File: config.mk
export PLATFORM = sky130hd
export DESIGN_NAME = shift_seq_counter
export DESIGN_NICKNAME = d
export VERILOG_FILES = /design/src/rtl/ssc_pkg.sv /design/src/rtl/ssc_feedback.sv /design/src/rtl/ssc_stage_reg.sv /design/src/rtl/ssc_wrap_det.sv /design/src/rtl/shift_seq_counter.sv
export SDC_FILE = /design/constraint.sdc
export NUM_CORES = 1
export LEC_CHECK = 0
export ABC_CLOCK_PERIOD_IN_PS = 900
export BUFFER_PORTS_ARGS = -buffer_cell sky130_fd_sc_hd__buf_4
export CORE_AREA = 2 2 39 41
export CTS_CLUSTER_SIZE = 8
export DETAILED_ROUTE_END_ITERATION = 6
export DIE_AREA = 0 0 41 43
export PLACE_DENSITY_LB_ADDON = 0.1
export SLEW_MARGIN = 20
export SYNTH_ARGS = -nofsm -noshare
export SYNTH_HDL_FRONTEND = slang
export SYNTH_SLANG_ARGS = --single-unit
File: constraint.sdc
create_clock -name clk_i -period 0.9 [get_ports clk_i]
set_input_delay 0.27 -clock clk_i [delete_from_list [all_inputs] [get_ports clk_i]]
set_output_delay 0.27 -clock clk_i [all_outputs]
set_load 0.01 [all_outputs]
File: src/rtl/ssc_pkg.sv
`timescale 1ns/1ps
package ssc_pkg;
  localparam int unsigned MAX_STAGES = 12;

  // bit k set => stage k (0 = first stage) feeds the XOR
  function automatic logic [MAX_STAGES-1:0] tap_mask(input int unsigned n);
    logic [MAX_STAGES-1:0] m;
    case (n)
      3:       m = 12'b0000_0000_0110;
      4:       m = 12'b0000_0000_1100;
      5:       m = 12'b0000_0001_0100;
      6:       m = 12'b0000_0011_0000;
      7:       m = 12'b0000_0110_0000;
      8:       m = 12'b0000_1011_1000;
      9:       m = 12'b0001_0001_0000;
      10:      m = 12'b0010_0100_0000;
      11:      m = 12'b0101_0000_0000;
      12:      m = 12'b1000_0010_1001;
      default: m = '0;
    endcase
    return m;
  endfunction
endpackage

File: src/rtl/ssc_feedback.sv
`timescale 1ns/1ps
module ssc_feedback #(
  parameter int unsigned N_STAGES = 4,
  parameter bit          SKIP_EN  = 1'b0
) (
  input  logic [N_STAGES-1:0] state_i,
  output logic                fb_o
);
  localparam logic [ssc_pkg::MAX_STAGES-1:0] TAP_ALL = ssc_pkg::tap_mask(N_STAGES);
  localparam logic [N_STAGES-1:0] TAPS = TAP_ALL[N_STAGES-1:0];

  logic tapped;
  logic rest_zero;
  logic inject;

  assign tapped    = ^(state_i & TAPS);
  assign rest_zero = ~|state_i[N_STAGES-1:1];

  generate
    if (SKIP_EN) begin : g_skip
      // first-only state jumps; all-zeros recovers
      assign inject = rest_zero;
    end else begin : g_noskip
      // all-zeros recovery only
      assign inject = rest_zero & ~state_i[0];
    end
  endgenerate

  assign fb_o = tapped | inject;
endmodule

File: src/rtl/ssc_stage_reg.sv
`timescale 1ns/1ps
module ssc_stage_reg #(
  parameter int unsigned N_STAGES = 4
) (
  input  logic                clk_i,
  input  logic                rst_ni,
  input  logic                en_i,
  input  logic                preset_i,
  input  logic                fb_i,
  output logic [N_STAGES-1:0] state_o,
  output logic [N_STAGES-1:0] next_o
);
  logic [N_STAGES-1:0] stage_q;

  assign next_o = {stage_q[N_STAGES-2:0], fb_i};

  always_ff @(posedge clk_i or negedge rst_ni) begin
    if (!rst_ni)       stage_q <= '1;
    else if (preset_i) stage_q <= '1;
    else if (en_i)     stage_q <= next_o;
  end

  assign state_o = stage_q;
endmodule

File: src/rtl/ssc_wrap_det.sv
`timescale 1ns/1ps
module ssc_wrap_det #(
  parameter int unsigned N_STAGES = 4
) (
  input  logic                clk_i,
  input  logic                rst_ni,
  input  logic                step_i,
  input  logic [N_STAGES-1:0] next_i,
  output logic                wrap_o
);
  logic wrap_q;

  always_ff @(posedge clk_i or negedge rst_ni) begin
    if (!rst_ni) wrap_q <= 1'b0;
    else         wrap_q <= step_i & (&next_i);
  end

  assign wrap_o = wrap_q;
endmodule

File: src/rtl/shift_seq_counter.sv
`timescale 1ns/1ps
module shift_seq_counter #(
  parameter int unsigned N_STAGES = 4,
  parameter bit          SKIP_EN  = 1'b0
) (
  input  logic                clk_i,
  input  logic                rst_ni,
  input  logic                en_i,
  input  logic                preset_i,
  output logic [N_STAGES-1:0] state_o,
  output logic                wrap_o
);
  logic                fb;
  logic                step;
  logic [N_STAGES-1:0] stage_q;
  logic [N_STAGES-1:0] shift_d;

  assign step = en_i & ~preset_i;

  ssc_feedback #(.N_STAGES(N_STAGES), .SKIP_EN(SKIP_EN)) u_fb (
    .state_i (stage_q),
    .fb_o    (fb)
  );

  ssc_stage_reg #(.N_STAGES(N_STAGES)) u_reg (
    .clk_i    (clk_i),
    .rst_ni   (rst_ni),
    .en_i     (en_i),
    .preset_i (preset_i),
    .fb_i     (fb),
    .state_o  (stage_q),
    .next_o   (shift_d)
  );

  ssc_wrap_det #(.N_STAGES(N_STAGES)) u_wrap (
    .clk_i  (clk_i),
    .rst_ni (rst_ni),
    .step_i (step),
    .next_i (shift_d),
    .wrap_o (wrap_o)
  );

  assign state_o = stage_q;
endmodule

# [Yosys cells after proc, flatten, opt, wreduce, memory -nomap -nowiden]
# Index checks and enable logic that the tools add are counted.
[word_totals] ram_bits=0 regBits=5 n_memories=0 latch_bits=0 inputBits=4 output_inout_bits=5 rom_bits=0 elab_cells=15
[op_classes] n_mux=2 bitwise=6 reduce_logical=5 shifts=0 n_lt_le_gt_ge=0 eq_ne=0 add_sub_neg=0 mul=0 div_mod_pow=0
[ops] cell="$mux 4" count=2
[ops] cell="$reduce_and 4->1" count=1
[ops] cell="$reduce_xor 4->1" count=1
[ops] cell="$and 1x1->1" count=3
[ops] cell="$reduce_or 3->1" count=1
[ops] cell="$not 1->1" count=2
[ops] cell="$reduce_bool 2->1" count=1
[ops] cell="$logic_not 1->1" count=1
[ops] cell="$or 1x1->1" count=1

# [Logic depth before layout (Yosys ltp)]
[depth] ltp_word=6 mapped_depth=3 ltp_nobuf=3

# [Cells and area by module]
# Synthesis repeated with hierarchy kept, for this count alone.
[hier_totals] cells_unflattened=24 hier_area_um2=265.3
[by_module_without_submodules] module="ssc_stage_reg" area_each_um2=195.2 seq_area_each_um2=105.1 cells_per_inst=16 instances=1
[by_module_without_submodules] module="ssc_wrap_det" area_each_um2=37.5 seq_area_each_um2=25.0 cells_per_inst=4 instances=1
[by_module_without_submodules] module="ssc_feedback" area_each_um2=18.8 seq_area_each_um2=0.0 cells_per_inst=3 instances=1
[by_module_without_submodules] module="shift_seq_counter" area_each_um2=13.8 seq_area_each_um2=0.0 cells_per_inst=1 instances=1

# [Worst setup path before layout]
# OpenSTA, ideal clock, no wires.
[synth_path] path_type="reg-to-reg" start="register u_reg.stage_q[2] (netlist: u_reg.state_o[2])" end="register u_reg.stage_q[0] (netlist: u_reg.state_o[0])" path_stages_with_launch=3 setup_slack_ns=-0.138 required_time_ns=0.816 synth_period_minus_slack_ns=1.038 path_buffers=0 setup_ns=0.084 arrival_ns=0.954 cell_sequence="dfstp_2 > nand2_1 > a311o_1"
[synth_via] elab_chain_len=6 elab_cells_between_ends=7 cone_classes="mux (2); bitwise (2); reduce/logical (3)"
[synth_lines] item="start: declaration" line_no="ssc_stage_reg.sv:13" rtl="logic [N_STAGES-1:0] stage_q;"
[synth_lines] item="start signal: assignment" line_no="ssc_stage_reg.sv:20" rtl="else if (en_i) stage_q <= next_o;"
[synth_lines] item="$reduce_or 3->1" line_no="ssc_feedback.sv:17" rtl="assign rest_zero = ~|state_i[N_STAGES-1:1];"
[synth_lines] item="$logic_not 1->1" line_no="ssc_feedback.sv:17"
[synth_lines] item="$and 1x1->1" line_no="ssc_feedback.sv:25" rtl="assign inject = rest_zero & ~state_i[0];"
[synth_lines] item="$or 1x1->1 *" line_no="ssc_feedback.sv:29" rtl="assign fb_o = tapped | inject;"
[synth_lines] item="$mux 4 *" line_no="ssc_stage_reg.sv:20"
[synth_lines] item="$mux 4 *" line_no="ssc_stage_reg.sv:19" rtl="else if (preset_i) stage_q <= '1;"
# Every way passes the cells marked *; elsewhere a longest branch is shown, timed or not. The select of a mux whose other input is x is not followed.
# A chain may end at the register's enable or synchronous reset.

# [Worst setup path in the final report]
[layout_path] start="register u_reg.stage_q[0] (netlist: u_reg.state_o[0])" end="output port state_o[0]"
[layout_lines] item="end: declaration" line_no="shift_seq_counter.sv:10" rtl="output logic [N_STAGES-1:0] state_o,"
# No word-level cell between the ends.

==> results.tsv <==
metric	value	unit
drive_gt1_frac	0.694	
crit_type	flip-flop to output port	
die_area	1760	µm²
ant_nets	0	
die_width	41	µm
drt-initial-drc-count	1	
drv_slew	0	
worstMarginPinSlew	115	ps
ir_drop	500	µV
hpwl	382	µm
status	complete, but fails checks	
met3_usage	0.0628	
gr-usage-all-layers	0.0877	
clk_latency	240	ps
die_h	43	µm
cp_data_arrival_time	870	ps
antenna_found_initial	0	
post_drt_wl_per_cell	10.2	µm
io_pins	9	
worst-path-max-fanout	2	
maxCapViolations	0	
slowest_delay	540	ps
avgSynthCellArea	12.1	µm²
crit_path_start_kind	flip-flop	
period_share	1.27	
synth_top_area_frac	0.457	
avgViaCountPerCell	4.13	
clockRootBuffer	clkbuf_4	
synth_cell_type_count	12	
ys_top_cells_by_area	dfstp_2, a211o_1, dfrtp_1, nor2b_1, a311o_1	
route.detailed.drc	0	
nFillCells	142	
routed_wl	532	µm
num_antenna_cells	0	
max_freq	875	MHz
synth_area	230	µm²
pwr_density_cell	1570	nW/µm²
nets	41	
numCtsBuffers	3	
cts_tree	done	
grt.met1_usage	0.0847	
crit_chain	buf_6	
setup.worst_path.end_class	output port	
grt_max_degree	10	
slew_headroom	0.923	
firstDrtPassIters	2	
syn_inst	19	
rows	14	
cts_sinks	5	
setup_ws	-243	ps
period_minus_slack	1140	ps
port_buffers	8	
clk_pin_slew	40	ps
syn_nets	23	
core_area	1380	µm²
setup-tns-final	-1490	ps
place_area	310	µm²
grt_pass1_vias	223	
rsz0062_at_grt	yes	
synth_area_leader_cell	dfstp_2	
setup_viol	10	
h-tree-depth	1	
crit_family	flip-flops	
syn_to_final_growth	77.2	%
final_cell_area	408	µm²
vias	215	
slowest_stage	dfstp_2	
fin_skew	1.61	ps
worst_ep_required_time	630	ps
grt_pass1_wl	938	µm
ys_seq_area_frac	0.565	
hold_path.class	input port to flip-flop	
p_leak	0.179	nW
failed_checks	negative setup slack	
yosys_register_bits	5	
top_usage_layer	met2	
clk_path_buf_depth	2	
initial_core_util	0.166	
globalRouteMet2Util	0.116	
finalHoldViolCount	0	
routabilityCongestion	0.622	
cp_num_buf_inv	1	
ys_warn_count	0	
grt-ovfl-total	0	
## layout make-up
type / count / area (µm²) / share of cell area
Sequential cell: 5 / 130 / 0.319
Timing Repair Buffer: 14 / 126 / 0.310
Multi-Input combinational cell: 13 / 105 / 0.258
Clock buffer: 4 / 26.3 / 0.0644
Tap cell: 16 / 20.0 / 0.0491
## cells in the mapped netlist
cell and number:
nand4b_1 1, buf_4 1, a311o_1 1, nor3b_1 1, a211o_1 3, nand2_1 1
dfrtp_1 1, dfstp_2 4, o21ai_1 1, nor2b_1 3, nor2_1 1, nor2b_2 1
## flip-flops by register name, indices dropped and copies added (netlist names)
name,count
u_reg.state_o,4
u_wrap.wrap_o,1
## cell families (layout without fill, tap and decap cells)
group | count (synthesis) | count (layout) | synth area share
simple gates | 8 | 8 | 0.223
compound gates | 5 | 5 | 0.179
flops | 5 | 5 | 0.565
buf+inv | 1 | 18 | 0.0326
## cell usage in the layout, fill, tap and decap left out
master | synthesis | layout
buf_4 | 1 | 8
buf_6 | 0 | 5
nor2b_2 | 1 | 4
dfstp_2 | 4 | 4
a211o_1 | 3 | 3
clkbuf_4 | 0 | 3
nand4b_1 | 1 | 1
nor3b_2 | 0 | 1
nor2_1 | 1 | 1
o21ai_1 | 1 | 1
nand2_1 | 1 | 1
a311o_1 | 1 | 1
clkbuf_1 | 0 | 1
dlygate4sd3_1 | 0 | 1
dfrtp_1 | 1 | 1
## metal layers
layer	vias to the layer above	share of wire
li1	104	-
met1	101	0.42
met2	8	0.49
met3	2	0.073
met4	0	0.019
met5	-	0
## where the power goes
part           leakage, nW  switching (mW)  internal (mW)
logic                0.108          0.0498         0.0770
clock network       0.0150          0.0888          0.167
registers           0.0561         0.00955          0.248
## final timing paths
| kind | startpoint | to | slack, ps | cells after the start |
|---|---|---|---|---|
| setup / recovery | u_reg.state_o[0] | state_o[0] | -240 | 1 |
| hold / removal | preset_i | u_reg.state_o[2] | 260 | 2 |
| max in group asynchronous | rst_ni | u_reg.state_o[1] | 330 | 2 |
| hold reg to reg | u_reg.state_o[2] | u_wrap.wrap_o | 690 | 3 |
| setup reg to reg | u_reg.state_o[2] | u_reg.state_o[0] | -190 | 3 |
| min in group asynchronous | rst_ni | u_wrap.wrap_o | 380 | 2 |
## through the flow
stage	power [mW]	instances	hold WS [ps]	util	worst slack, ps
6_report	0.641	52	262	0.295	-243
2_1_floorplan	0.305	19	-25.6	-	-101
4_1_cts	0.648	52	252	0.283	-257
5_1_grt	0.691	52	256	0.295	-282
3_3_place_gp	0.353	43	78.1	0.224	-102
3_5_place_dp	0.352	43	76.1	0.224	-105
## timing repair
action                                  in CTS  in global routing
endpoints found under the setup margin       7                 10
pin swaps                                    3                  0
endpoints found under the hold margin        5                  0
hold buffers                                 1                  0
setup buffers                                4                  0
resized for setup                            4                  5
Power figures use the tool's default switching activity.
